<file path="src/rtl/dma_rf_pkg.sv">
package dma_rf_pkg;
  localparam int CH_N   = 4;
  localparam int CH_W   = $clog2(CH_N);
  localparam int BYTE_W = 8;
  localparam int WORD_W = 2 * BYTE_W;
  localparam int MODE_W = 6;

  typedef enum logic [1:0] {
    XF_DEMAND  = 2'b00,
    XF_SINGLE  = 2'b01,
    XF_BLOCK   = 2'b10,
    XF_CASCADE = 2'b11
  } xfer_mode_e;

  typedef enum logic [3:0] {
    OFS_STAT_CMD = 4'h8,
    OFS_REQ      = 4'h9,
    OFS_SMASK    = 4'hA,
    OFS_MODE     = 4'hB,
    OFS_PTRCLR   = 4'hC,
    OFS_MRST     = 4'hD,
    OFS_MASKCLR  = 4'hE,
    OFS_MASKALL  = 4'hF
  } ofs_e;

  function automatic logic [WORD_W-1:0] merge_byte(input logic [WORD_W-1:0] w,
                                                   input logic [BYTE_W-1:0] b,
                                                   input logic hi);
    logic [WORD_W-1:0] r;
    r = w;
    if (hi) r[WORD_W-1:BYTE_W] = b;
    else    r[BYTE_W-1:0]      = b;
    return r;
  endfunction

  function automatic logic [BYTE_W-1:0] pick_byte(input logic [WORD_W-1:0] w,
                                                  input logic hi);
    return hi ? w[WORD_W-1:BYTE_W] : w[BYTE_W-1:0];
  endfunction

  function automatic xfer_mode_e mode_of(input logic [MODE_W-1:0] m);
    return xfer_mode_e'(m[MODE_W-1:MODE_W-2]);
  endfunction
endpackage

</file>
<file path="src/rtl/dma_rf_strobe.sv">
module dma_rf_strobe
  import dma_rf_pkg::*;
(
  input  logic       clk,
  input  logic       rst_n,
  input  logic       cs_i,
  input  logic       wr_i,
  input  logic       rd_i,
  input  logic [3:0] addr_i,
  output logic       ch_wr_o,
  output logic       ch_acc_o,
  output logic       cmd_wr_o,
  output logic       stat_rd_o,
  output logic       req_wr_o,
  output logic       smask_wr_o,
  output logic       mode_wr_o,
  output logic       ptr_clr_o,
  output logic       mrst_o,
  output logic       mask_clr_o,
  output logic       mask_all_o,
  output logic       ptr_hi_o
);
  logic wr_v, rd_v, ptr_q;

  assign wr_v       = cs_i & wr_i;
  assign rd_v       = cs_i & rd_i & ~wr_i;
  assign ch_wr_o    = wr_v & ~addr_i[3];
  assign ch_acc_o   = (wr_v | rd_v) & ~addr_i[3];
  assign cmd_wr_o   = wr_v & (addr_i == OFS_STAT_CMD);
  assign stat_rd_o  = rd_v & (addr_i == OFS_STAT_CMD);
  assign req_wr_o   = wr_v & (addr_i == OFS_REQ);
  assign smask_wr_o = wr_v & (addr_i == OFS_SMASK);
  assign mode_wr_o  = wr_v & (addr_i == OFS_MODE);
  assign ptr_clr_o  = wr_v & (addr_i == OFS_PTRCLR);
  assign mrst_o     = wr_v & (addr_i == OFS_MRST);
  assign mask_clr_o = wr_v & (addr_i == OFS_MASKCLR);
  assign mask_all_o = wr_v & (addr_i == OFS_MASKALL);

  always_ff @(posedge clk or negedge rst_n) begin
    if (!rst_n)                    ptr_q <= 1'b0;
    else if (ptr_clr_o || mrst_o)  ptr_q <= 1'b0;
    else if (ch_acc_o)             ptr_q <= ~ptr_q;
  end
  assign ptr_hi_o = ptr_q;

  AST_PTR_TOGGLE: assert property (@(posedge clk) disable iff (!rst_n)
    ch_acc_o |=> ptr_hi_o != $past(ptr_hi_o));
  AST_PTR_CLEAR: assert property (@(posedge clk) disable iff (!rst_n)
    (ptr_clr_o || mrst_o) |=> !ptr_hi_o);
endmodule

</file>
<file path="src/rtl/dma_rf_word.sv">
module dma_rf_word
  import dma_rf_pkg::*;
(
  input  logic              clk,
  input  logic              rst_n,
  input  logic              wr_en_i,
  input  logic              hi_i,
  input  logic [BYTE_W-1:0] wdata_i,
  output logic [WORD_W-1:0] base_o,
  output logic [WORD_W-1:0] cur_o
);
  logic [WORD_W-1:0] base_q, cur_q;

  always_ff @(posedge clk or negedge rst_n) begin
    if (!rst_n) begin
      base_q <= '0;
      cur_q  <= '0;
    end else if (wr_en_i) begin
      base_q <= merge_byte(base_q, wdata_i, hi_i);
      cur_q  <= merge_byte(cur_q, wdata_i, hi_i);
    end
  end
  assign base_o = base_q;
  assign cur_o  = cur_q;

  AST_WR_BOTH_COPIES: assert property (@(posedge clk) disable iff (!rst_n)
    wr_en_i |=> pick_byte(base_o, $past(hi_i)) == $past(wdata_i)
                && pick_byte(cur_o, $past(hi_i)) == $past(wdata_i));
endmodule

</file>
<file path="src/rtl/dma_rf_ctl.sv">
module dma_rf_ctl
  import dma_rf_pkg::*;
(
  input  logic                     clk,
  input  logic                     rst_n,
  input  logic [BYTE_W-1:0]        wdata_i,
  input  logic                     cmd_wr_i,
  input  logic                     stat_rd_i,
  input  logic                     req_wr_i,
  input  logic                     smask_wr_i,
  input  logic                     mode_wr_i,
  input  logic                     mrst_i,
  input  logic                     mask_clr_i,
  input  logic                     mask_all_i,
  input  logic [CH_N-1:0]          tc_i,
  output logic [BYTE_W-1:0]        cmd_o,
  output logic [CH_N*MODE_W-1:0]   mode_o,
  output logic [CH_N-1:0]          mask_o,
  output logic [CH_N-1:0]          req_o,
  output logic [BYTE_W-1:0]        status_o
);
  logic [CH_W-1:0]   sel;
  logic [BYTE_W-1:0] cmd_q;
  logic [CH_N-1:0]   mask_q, req_q, tc_q;
  logic [MODE_W-1:0] mode_q [CH_N];

  assign sel = wdata_i[CH_W-1:0];

  always_ff @(posedge clk or negedge rst_n) begin
    if (!rst_n)        cmd_q <= '0;
    else if (mrst_i)   cmd_q <= '0;
    else if (cmd_wr_i) cmd_q <= wdata_i;
  end

  always_ff @(posedge clk or negedge rst_n) begin
    if (!rst_n)          mask_q <= '1;
    else if (mrst_i)     mask_q <= '1;
    else if (mask_clr_i) mask_q <= '0;
    else if (mask_all_i) mask_q <= wdata_i[CH_N-1:0];
    else if (smask_wr_i) mask_q[sel] <= wdata_i[2];
  end

  always_ff @(posedge clk or negedge rst_n) begin
    if (!rst_n)        req_q <= '0;
    else if (mrst_i)   req_q <= '0;
    else if (req_wr_i) req_q[sel] <= wdata_i[2];
  end

  always_ff @(posedge clk or negedge rst_n) begin
    if (!rst_n)      tc_q <= '0;
    else if (mrst_i) tc_q <= '0;
    else             tc_q <= (stat_rd_i ? '0 : tc_q) | tc_i;
  end

  for (genvar i = 0; i < CH_N; i++) begin : g_ch
    always_ff @(posedge clk or negedge rst_n) begin
      if (!rst_n)                           mode_q[i] <= '0;
      else if (mode_wr_i && sel == CH_W'(i)) mode_q[i] <= wdata_i[BYTE_W-1:BYTE_W-MODE_W];
    end
    assign mode_o[i*MODE_W +: MODE_W] = mode_q[i];
    assign req_o[i] = req_q[i] & (mode_of(mode_q[i]) == XF_BLOCK);

    AST_TC_CAPTURE: assert property (@(posedge clk) disable iff (!rst_n)
      (tc_i[i] && !mrst_i) |=> status_o[i]);
    AST_REQ_SOURCE: assert property (@(posedge clk) disable iff (!rst_n)
      $rose(req_o[i]) |-> ($past(req_wr_i) || $past(mode_wr_i)));
  end

  assign cmd_o    = cmd_q;
  assign mask_o   = mask_q;
  assign status_o = {req_o, tc_q};

  AST_MRST_STATE: assert property (@(posedge clk) disable iff (!rst_n)
    mrst_i |=> (mask_o == '1 && cmd_o == '0 && req_o == '0 && status_o == '0));
  AST_MASK_CLEAR: assert property (@(posedge clk) disable iff (!rst_n)
    mask_clr_i |=> mask_o == '0);
  AST_TC_READ_CLEAR: assert property (@(posedge clk) disable iff (!rst_n)
    (stat_rd_i && tc_i == '0) |=> status_o[CH_N-1:0] == '0);
endmodule

</file>
<file path="src/rtl/dma_regfile.sv">
module dma_regfile
  import dma_rf_pkg::*;
(
  input  logic                     clk,
  input  logic                     rst_n,
  input  logic                     cs_i,
  input  logic                     wr_i,
  input  logic                     rd_i,
  input  logic [3:0]               addr_i,
  input  logic [BYTE_W-1:0]        wdata_i,
  output logic [BYTE_W-1:0]        rdata_o,
  input  logic [CH_N-1:0]          tc_i,
  output logic [BYTE_W-1:0]        cmd_o,
  output logic [CH_N-1:0]          mask_o,
  output logic [CH_N-1:0]          req_o,
  output logic [CH_N*MODE_W-1:0]   mode_o,
  output logic [CH_N*WORD_W-1:0]   base_addr_o,
  output logic [CH_N*WORD_W-1:0]   cur_addr_o,
  output logic [CH_N*WORD_W-1:0]   base_cnt_o,
  output logic [CH_N*WORD_W-1:0]   cur_cnt_o
);
  localparam int REG_N = 2 * CH_N;

  logic ch_wr, ch_acc, cmd_wr, stat_rd, req_wr, smask_wr, mode_wr;
  logic ptr_clr, mrst, mask_clr, mask_all, ptr_hi;
  logic [BYTE_W-1:0] status;
  logic [WORD_W-1:0] base_w [REG_N];
  logic [WORD_W-1:0] cur_w  [REG_N];

  dma_rf_strobe u_strobe (
    .clk(clk), .rst_n(rst_n), .cs_i(cs_i), .wr_i(wr_i), .rd_i(rd_i), .addr_i(addr_i),
    .ch_wr_o(ch_wr), .ch_acc_o(ch_acc), .cmd_wr_o(cmd_wr), .stat_rd_o(stat_rd),
    .req_wr_o(req_wr), .smask_wr_o(smask_wr), .mode_wr_o(mode_wr),
    .ptr_clr_o(ptr_clr), .mrst_o(mrst), .mask_clr_o(mask_clr),
    .mask_all_o(mask_all), .ptr_hi_o(ptr_hi)
  );

  for (genvar r = 0; r < REG_N; r++) begin : g_reg
    dma_rf_word u_word (
      .clk(clk), .rst_n(rst_n),
      .wr_en_i(ch_wr && addr_i[2:0] == 3'(r)),
      .hi_i(ptr_hi), .wdata_i(wdata_i),
      .base_o(base_w[r]), .cur_o(cur_w[r])
    );
  end

  for (genvar i = 0; i < CH_N; i++) begin : g_out
    assign base_addr_o[i*WORD_W +: WORD_W] = base_w[2*i];
    assign cur_addr_o [i*WORD_W +: WORD_W] = cur_w[2*i];
    assign base_cnt_o [i*WORD_W +: WORD_W] = base_w[2*i+1];
    assign cur_cnt_o  [i*WORD_W +: WORD_W] = cur_w[2*i+1];
  end

  dma_rf_ctl u_ctl (
    .clk(clk), .rst_n(rst_n), .wdata_i(wdata_i),
    .cmd_wr_i(cmd_wr), .stat_rd_i(stat_rd), .req_wr_i(req_wr),
    .smask_wr_i(smask_wr), .mode_wr_i(mode_wr), .mrst_i(mrst),
    .mask_clr_i(mask_clr), .mask_all_i(mask_all), .tc_i(tc_i),
    .cmd_o(cmd_o), .mode_o(mode_o), .mask_o(mask_o), .req_o(req_o),
    .status_o(status)
  );

  always_comb begin
    if (!addr_i[3])                 rdata_o = pick_byte(cur_w[addr_i[2:0]], ptr_hi);
    else if (addr_i == OFS_STAT_CMD) rdata_o = status;
    else                            rdata_o = '0;
  end

  AST_WO_READ_ZERO: assert property (@(posedge clk) disable iff (!rst_n)
    (cs_i && rd_i && addr_i > 4'h8) |-> rdata_o == '0);
endmodule

</file>
<file path="config.mk">
export PLATFORM = sky130hd
export DESIGN_NAME = dma_regfile
export DESIGN_NICKNAME = d
export VERILOG_FILES = /design/src/rtl/dma_rf_pkg.sv /design/src/rtl/dma_rf_strobe.sv /design/src/rtl/dma_rf_word.sv /design/src/rtl/dma_rf_ctl.sv /design/src/rtl/dma_regfile.sv
export SDC_FILE = /design/constraint.sdc
export NUM_CORES = 1
export LEC_CHECK = 0
export CAP_MARGIN = 15
export CELL_PAD_IN_SITES_DETAIL_PLACEMENT = 1
export CELL_PAD_IN_SITES_GLOBAL_PLACEMENT = 2
export CORE_MARGIN = 1.5
export CORE_UTILIZATION = 39
export CTS_BUF_LIST = sky130_fd_sc_hd__clkbuf_8 sky130_fd_sc_hd__clkbuf_16
export DETAILED_ROUTE_END_ITERATION = 10
export DONT_BUFFER_PORTS = 1
export HOLD_SLACK_MARGIN = 0.15
export PLACE_DENSITY = 0.82
export SETUP_SLACK_MARGIN = 0.15
export SLEW_MARGIN = 20
export SYNTH_ARGS = -nofsm -noshare
export SYNTH_HDL_FRONTEND = slang
export SYNTH_SLANG_ARGS = --single-unit
</file>
<file path="constraint.sdc">
create_clock -name clk -period 3.15 [get_ports clk]
set_clock_uncertainty 0.2 [all_clocks]
set_input_delay 0.63 -clock clk [delete_from_list [all_inputs] [get_ports clk]]
set_output_delay 0.63 -clock clk [all_outputs]
set_load 0.02 [all_outputs]
</file>
* Word level (Yosys, flattened, before mapping)
Index checks and enable logic that the tools add are counted. Widths: inputs -> output; s select.
Cells by class: $lt $le $gt $ge 3, equality and inequality tests 22, muxes and demuxes 22, bitwise gates (word level) 24, reductions and logical operators 36
Operators with widths (count):
- $bmux 16 s3 | 1
- $mux 8 | 5
- $eq 4x4->1 const B | 8
- $mux 16 | 2
- $mux 4 | 8
- $reduce_and 2->1 | 16
- $and 1x1->1 | 18
- $logic_and 1x1->1 | 13
- $eq 2x2->1 const B | 6
- $eq 3x3->1 const B | 4
- $bwmux 4 | 2
- $eq 3x2->1 const B | 2
- $reduce_bool 2->1 | 3
- $ge 4x4->1 const B | 1
- $not 3->4 | 1
- $or 4x4->4 | 1
- $reduce_bool 4->1 | 1
- $eq 3x1->1 const B | 1
- $logic_not 3->1 | 1
- $lt 2x3->1 const B | 1
- $mux 1 | 3
- $not 1->1 | 3
- $demux 1 s2 | 1
- $eq 2x1->1 const B | 1
- 4 further kinds | 4
Word-level totals: bits in registers 173, bits of input ports 21, output and inout port bits 304, logic and storage cells 132

* Logic depth before layout (Yosys ltp)
Gate-level depths: netlist (run 1).
depth after elaboration 9, mapped depth 7, gate-level depth less buffers 4

* Modules after synthesis
Synthesis (run 1) repeated with hierarchy kept, for this count alone.
Second synthesis, totals: cell total of the unflattened synthesis 736, area total of the unflattened synthesis 9465.3 sq um
Modules (own cells, without submodules):
- dma_rf_word | instances 8, cells each 51, area an instance 762.0 sq um, seq. area each 400.4 sq um
- dma_rf_ctl | instances 1, cells each 150, area an instance 1921.8 sq um, seq. area each 1106.1 sq um
- dma_regfile | instances 1, cells each 153, area an instance 1295.0 sq um, seq. area each 0.0 sq um
- dma_rf_strobe | instances 1, cells each 25, area an instance 152.6 sq um, seq. area each 25.0 sq um

* Least setup slack after synthesis (run 1)
OpenSTA, ideal clock, no wires.
path type input -> output, from input port addr_i[0], to output port rdata_o[1], arrival time 1.929 ns, data required time 2.320 ns, slack 0.391 ns, cell stages on the path 6, buffers on the path 2, cells stage by stage buf_4 -> buf_4 -> mux4_2 -> nand2_1 -> a21oi_1 -> a221o_1
Between the ends: cells in the longest elaborated chain, start to end 6, elaborated cells on any way between the ends 8, those cells by class 1 x eq/ne; 6 x mux; 1 x bitwise
RTL lines:
- from (decl) | line dma_regfile.sv:9 | input logic [3:0] addr_i,
- $not 3->4 (implied by the code) | line dma_regfile.sv:64 | if (!addr_i[3]) rdata_o = pick_byte(cur_w[addr_i[2:0]], ptr_hi);
- $bmux 16 s3 | line dma_regfile.sv:64
- $mux 16 (implied by the code) (2 in series) | line dma_regfile.sv:64
- $mux 8 | line dma_rf_pkg.sv:38 | return hi ? w[WORD_W-1:BYTE_W] : w[BYTE_W-1:0];
- $mux 8 (*) | line dma_regfile.sv:64
- to (decl) | line dma_regfile.sv:11 | output logic [BYTE_W-1:0] rdata_o,
Every way passes the cells marked *; elsewhere a longest branch is shown, timed or not. The select of a mux whose other input is x is not followed.

==> results of run 1 <==
sequential cells by signal (all words and copies together), names as in the netlist:
signal,cells
u_ctl.mask_o,4
u_strobe.ptr_hi_o,1
u_ctl.tc_q,4
g.u_word.cur_o,56
u_ctl.req_q,4
u_ctl.mode_o,24
g.u_word.base_o,72
u_ctl.cmd_o,8
stage by stage:
stage | cell area [um2] | setup slack (ps) | utilization, % | hold slack [ps] | total power (W)
detailed placement | 8430 | 454 | 36.9 | 140 | 0.00563
finish | 9380 | 162 | 41.1 | -307 | 0.00780
global route | 9380 | 156 | 41.1 | -329 | 0.00812
CTS | 9260 | 152 | 40.5 | -323 | 0.00783
global placement | 8430 | 438 | 36.9 | 140 | 0.00554
floorplan | 9140 | 391 | - | 134 | 0.00584
kinds of logic (layout without fill, tap and decap cells):
group	Yosys count	in the layout
AO/OA/AOI/OAI	64	64
buffers and inverters	182	87
flip-flops	173	173
AND/OR/NAND/NOR	108	108
multiplexers	208	208
XOR/XNOR	1	1
layout by cell type, fill, tap and decap left out, types with 5 or more instances in the layout:
cell type | synthesis | final
sky130_fd_sc_hd__o22ai_1 | 7 | 7
sky130_fd_sc_hd__nor2_1 | 27 | 27
sky130_fd_sc_hd__mux2_2 | 154 | 154
sky130_fd_sc_hd__mux2i_1 | 31 | 30
sky130_fd_sc_hd__clkbuf_16 | 0 | 17
sky130_fd_sc_hd__dlygate4sd3_1 | 0 | 34
sky130_fd_sc_hd__o21ai_0 | 16 | 16
sky130_fd_sc_hd__mux4_2 | 20 | 20
sky130_fd_sc_hd__nand3_1 | 7 | 7
sky130_fd_sc_hd__nand2b_1 | 5 | 5
sky130_fd_sc_hd__buf_4 | 140 | 17
sky130_fd_sc_hd__a21oi_1 | 21 | 21
sky130_fd_sc_hd__nand2_1 | 26 | 26
sky130_fd_sc_hd__nor2_2 | 12 | 12
sky130_fd_sc_hd__dfrtp_2 | 0 | 18
sky130_fd_sc_hd__dfrtp_1 | 169 | 151
timing repair:
item	CTS	global route
setup endpoints to repair	3	4
resized for setup	4	15
endpoints found under the hold margin	276	186
hold buffers	24	10
how the worst max path moves through the flow:
stage,from,end,slack [ps],cells after the start
finish,g_reg[6].u_word.base_o[15],rdata_o[7],160,3
global route,g_reg[7].u_word.cur_o[12],rdata_o[4],160,3
CTS,g_reg[6].u_word.base_o[11],rdata_o[3],150,4
detailed placement,addr_i[1],rdata_o[7],450,3
global placement,addr_i[1],rdata_o[7],440,3
floorplan,addr_i[0],rdata_o[1],390,6
cells in the mapped netlist, types with 2 or more instances:
cell | number | area, um2
sky130_fd_sc_hd__dfrtp_1 | 169 | 4230
sky130_fd_sc_hd__mux2_2 | 154 | 1730
sky130_fd_sc_hd__buf_4 | 140 | 1050
sky130_fd_sc_hd__mux2i_1 | 31 | 310
sky130_fd_sc_hd__nor2_1 | 27 | 101
sky130_fd_sc_hd__nand2_1 | 26 | 97.6
sky130_fd_sc_hd__clkbuf_1 | 24 | 90.1
sky130_fd_sc_hd__a21oi_1 | 21 | 105
sky130_fd_sc_hd__mux4_2 | 20 | 450
sky130_fd_sc_hd__o21ai_0 | 16 | 80.1
sky130_fd_sc_hd__nor2_2 | 12 | 75.1
sky130_fd_sc_hd__buf_2 | 10 | 50.1
sky130_fd_sc_hd__nand3_1 | 7 | 35.0
sky130_fd_sc_hd__o22ai_1 | 7 | 43.8
sky130_fd_sc_hd__nand2b_1 | 5 | 31.3
sky130_fd_sc_hd__a221o_1 | 4 | 40.0
sky130_fd_sc_hd__a221oi_1 | 4 | 35.0
sky130_fd_sc_hd__dfstp_2 | 4 | 105
sky130_fd_sc_hd__nor2_4 | 4 | 45.0
sky130_fd_sc_hd__nor2b_1 | 4 | 25.0
sky130_fd_sc_hd__o211ai_1 | 4 | 30.0
sky130_fd_sc_hd__buf_6 | 3 | 33.8
sky130_fd_sc_hd__inv_1 | 3 | 11.3
sky130_fd_sc_hd__nor3_1 | 3 | 15.0
sky130_fd_sc_hd__and3_1 | 2 | 12.5
sky130_fd_sc_hd__mux2_1 | 2 | 22.5
sky130_fd_sc_hd__nand4_1 | 2 | 12.5
sky130_fd_sc_hd__nand4_4 | 2 | 42.5
sky130_fd_sc_hd__o31ai_1 | 2 | 15.0
sky130_fd_sc_hd__o41ai_1 | 2 | 17.5
sky130_fd_sc_hd__or3_1 | 2 | 12.5
worst max-delay path, cell delays in order (launching register included):
cell	delay (ps)
sky130_fd_sc_hd__dfrtp_1	540
sky130_fd_sc_hd__mux4_2	560
sky130_fd_sc_hd__mux2i_2	320
sky130_fd_sc_hd__o211ai_1	310
area by class of cell:
type	instances	area, um2	share of cell area [%]
inverters	4	15.0	0.160
flip-flops and latches	173	4360	46.4
clock inverters	13	129	1.37
clock buffers	19	453	4.83
well taps	313	392	4.17
repair buffers	51	468	4.99
multi-input cells	381	3570	38.0
power breakdown:
| part | internal (W) | total, W | switching, W |
|---|---|---|---|
| Sequential | 0.00271 | 0.00456 | 0.00184 |
| Combinational | 0.000626 | 0.00111 | 0.000480 |
| Clock | 0.00115 | 0.00214 | 0.000984 |
| Total | 0.00449 | 0.00780 | 0.00331 |
routing by layer:
metal | global-route usage, % | part of all wire, %
met2 | 40.8 | 48
met1 | 32.6 | 42
met4 | 6.85 | 1.8
met3 | 8.31 | 8.1
met5 | 0 | 0.043
==> qor.yml, run 1 <==
yosysUniqueCellTypes: 51
min-delay-path-class: "in2async"
failed_checks: "hold timing"
cts_sinks: 173
synth_area_per_cell_um2: 12.4
final_layout_size_suffix_gt1_share_pct: 42.3
rr_worst_depth: 4
status: "complete, but fails checks"
report.final.slew_viol_count: 0
dr_total_vias: 5563
synth_fa_ha_area_share_pct: 0
wp_data_required_ps: 2320
asyncSetResetFlopFracSynth_pct: 100
synth.ff_latch_count: 173
fp.dieW_um: 156
timing.max_cap.violations: 0
power.density_nw_per_um2: 831
input_output_buffers: 0
nFillCells: 2419
cts_tree: "built"
layout.nets: 649
hold_ws_ps: -307
ys_warn_count: 0
syn_nets: 757
wl_per_cell_um: 31.9
layout.cells.non_filler: 954
post-route-period-util_pct: 94.9
endpoint_type_of_the_worst_setup_path: "primary output"
post_cts.repair.setup_buffers: 0
critical_path_arrival_ps: 2160
route.final.wire_length_um: 30400
antenna_left: 0
finalSetupTns_ps: 0
post-place-cells: 888
floorplan.rows: 55
worst_slew_margin_rel_pct: 48.7
synth.yosys.seq_area_share_pct: 47.4
synth-compound-area-share_pct: 4.35
htree_levels: 4
antennaDiodeCount: 0
clock_period_minus_worst_slack_ps: 2990
timing.reg2reg.setup_slack_ps: 930
dpl.hpwl_um: 19200
max_slew.worst_pin.slew_ps: 768
achievable_frequency_ghz: 0.335
area_growth_pct: 2.61
reg2reg_from: "u_strobe.ptr_hi_o"
start_kind: "register"
ioPinCount: 325
p_leak_nw: 4.14
worst-path-max-fanout: 4
fp.dieArea_um2: 24400
route.detailed.vias_per_inst: 5.83
syn-cell-area_um2: 9140
regToRegEndpoint: "g_reg[6].u_word.base_o[15]"
cts_root_buf: "sky130_fd_sc_hd__clkbuf_16"
core_area_um2: 22800
globalRoute.totalOverflow: 0
number_of_global_route_vias_before_repair: 6120
wire_length_of_the_first_global_routing_pass_um: 43600
number_of_antenna_violations_at_the_first_check_in_global_routing: 1
setup_violations: 0
hold_viol_final: 171
worst_skew_pair.late_latency_ps: 430
initial_core_util_pct: 40.0
total_clock_buffers_created_by_cts: 17
total_grt_usage_pct: 25.3
die_y_um: 156
grt_max_degree: 174
synth_top_family_by_area: "multiplexers"
synth_xor_area_share_pct: 0.0958
synthMuxAreaShare_pct: 27.7
dr.pass1.iters: 4
synth_simple_gate_area_share_pct: 6.86
drc: 0
postSynth.topFlopCell: "sky130_fd_sc_hd__dfrtp_1"
path_clk_slew_ps: 70
vdd_ir_drop_max_v: 0.000317
grt_setup_unrepaired: "no"
syn_inst: 736
critPathKind: "reg2out"
routability_congestion_estimate: 0.842
longest_clk_path_bufs: 2
initialDrtViolationCount: 347
number_of_synthesized_flops_with_an_enable_pin: 0
Note: power is estimated with default switching activity, not from simulation.
==> run 2, diff against run 1 <==
==> constraint.sdc (replaced) <==
create_clock -name clk -period 3.3 [get_ports clk]
set_clock_uncertainty 0.2 [all_clocks]
set_input_delay 0.66 -clock clk [delete_from_list [all_inputs] [get_ports clk]]
set_output_delay 0.66 -clock clk [all_outputs]
set_load 0.02 [all_outputs]
==> qor.yml, run 2 (same netlist as run 1, synthesis figures left out) <==
status: "complete, but fails checks"
failed_checks: "hold timing"
worst_skew_pair.late_latency_ps: 430
layout_commonest_cell: "sky130_fd_sc_hd__dfrtp_1"
finalWorstSetupSlack_ps: 275
area_growth_pct: -1.53
grt_setup_unrepaired: "no"
route.detailed.vias_per_inst: 5.90
wp_data_required_ps: 2440
drc: 0
power.density_nw_per_um2: 819
number_of_antenna_violations_at_the_first_check_in_global_routing: 0
timing.max_cap.violations: 0
achievable_frequency_ghz: 0.331
worst_path_dominant_cell_family: "multiplexers"
global_route.usage.met3_pct: 7.44
critPathKind: "reg2out"
global_route.peak_usage_layer: "met2"
cts_sinks: 173
clock_period_minus_worst_slack_ps: 3020
dr_total_vias: 5395
crit_path_max_cell_delay_ps: 560
hold_ws_ps: -284
worst-path-max-fanout: 4
floorplan.rows: 55
antennaDiodeCount: 0
wire_length_of_the_first_global_routing_pass_um: 40800
ioPinCount: 325
number_of_global_route_vias_before_repair: 5842
cts_root_buf: "sky130_fd_sc_hd__clkbuf_16"
fp.dieArea_um2: 24400
layout.nets: 609
finalSetupTns_ps: 0
largest_register_ffs: 72
dr.pass1.iters: 4
initial_core_util_pct: 40.0
post-route-period-util_pct: 91.7
route.final.wire_length_um: 27800
min-delay-path-class: "in2async"
post_cts.repair.setup_buffers: 0
p_leak_nw: 3.99
use_met1_pct: 27.6
layout.cells.most_common_list: "169 x sky130_fd_sc_hd__dfrtp_1, 154 x sky130_fd_sc_hd__mux2_2, 30 x sky130_fd_sc_hd__mux2i_1"
core_area_um2: 22800
antenna_left: 0
path_buf_inv: 0
max_slew.worst_pin.slew_ps: 816
endpoint_type_of_the_worst_setup_path: "primary output"
critical_path_arrival_ps: 2160
fp.dieW_um: 156
htree_levels: 4
final_layout_size_suffix_gt1_share_pct: 40.3
path_clk_slew_ps: 70
utilization_pct: 39.4
longest_clk_path_bufs: 2
total_clock_buffers_created_by_cts: 17
worst_slew_margin_rel_pct: 45.5
start_kind: "register"
total_grt_usage_pct: 23.3
hold_viol_final: 171
dp_slack_ps: 540
wl_per_cell_um: 30.4
grt_use_met2_pct: 40.0
die_y_um: 156
initialDrtViolationCount: 375
input_output_buffers: 0
globalRoute.totalOverflow: 0
routability_congestion_estimate: 0.850
timing.critical_path.slowest_stage_cell: "sky130_fd_sc_hd__mux4_2"
dpl.hpwl_um: 19100
grt_max_degree: 174
cts_tree: "built"
report.final.slew_viol_count: 0
setup_violations: 0
vdd_ir_drop_max_v: 0.000294
critical_path.cell_chain: "mux4_2, mux2i_2, o211ai_1"
-- run 2: cell count changes in the layout (fill, tap and decap cells not counted), sizes merged --
cell         before  now
clkinvlp          0    2
dlygate4sd3      34    5
inv               8   10
buf              17    6
clkinv            8    6
clkbuf           19   17
-- run 2: what timing repair did --
action	CTS	global route
endpoints found under the hold margin	177	174
hold buffers	4	1
setup endpoints to repair	1	0
resized for setup	1	0
-- run 2: per-layer routing --
metal  wire, um  up-vias
met1      10900     2938
met2      14100      250
met5          0        -
met3       2270       33
li1           -     2174
met4        485        0
-- run 2: where the power goes --
part / switching, W / internal [W]
registers: 0.00179 / 0.00257
logic: 0.000382 / 0.000564
clock network: 0.000979 / 0.00108
total: 0.00316 / 0.00422
-- run 2: stage by stage --
step | instances | hold WS [ps] | cell area [um2] | power, W
global route | 914 | -307 | 9000 | 0.00768
detailed placement | 877 | 169 | 8350 | 0.00536
CTS | 913 | -304 | 8990 | 0.00743
global placement | 877 | 169 | 8350 | 0.00527
finish | 914 | -284 | 9000 | 0.00737
floorplan | 736 | 164 | 9140 | 0.00558
-- run 2: path summary, 6_finish.rpt --
check | start | endpoint | slack, ps | depth (start not counted)
max reg2reg | u_strobe.ptr_hi_o | g_reg[7].u_word.cur_o[8] | 1080 | 4
min in group clk | wdata_i[0] | g_reg[4].u_word.cur_o[0] | 160 | 1
max in group asynchronous | rst_n | u_ctl.mask_o[2] | 2760 | 0
max | g_reg[6].u_word.base_o[15] | rdata_o[7] | 280 | 3
min | rst_n | g_reg[4].u_word.cur_o[2] | -280 | 0
min reg2reg | u_ctl.tc_q[3] | u_ctl.tc_q[3] | 340 | 2
-- run 2: final cells by class --
type	count	area [um2]
clock buffers	17	425
clock inverters	15	173
fillers	2414	13800
inverters	4	15.0
multi-input cells	381	3570
flip-flops and latches	173	4330
well taps	313	392
repair buffers	11	95.1
-- run 2: worst reg2reg max path, stage by stage, from the launching register on --
cell	delay [ps]
sky130_fd_sc_hd__dfrtp_1	470
sky130_fd_sc_hd__and2b_2	240
sky130_fd_sc_hd__nand4_4	140
sky130_fd_sc_hd__nor2_2	650
sky130_fd_sc_hd__mux2_2	420
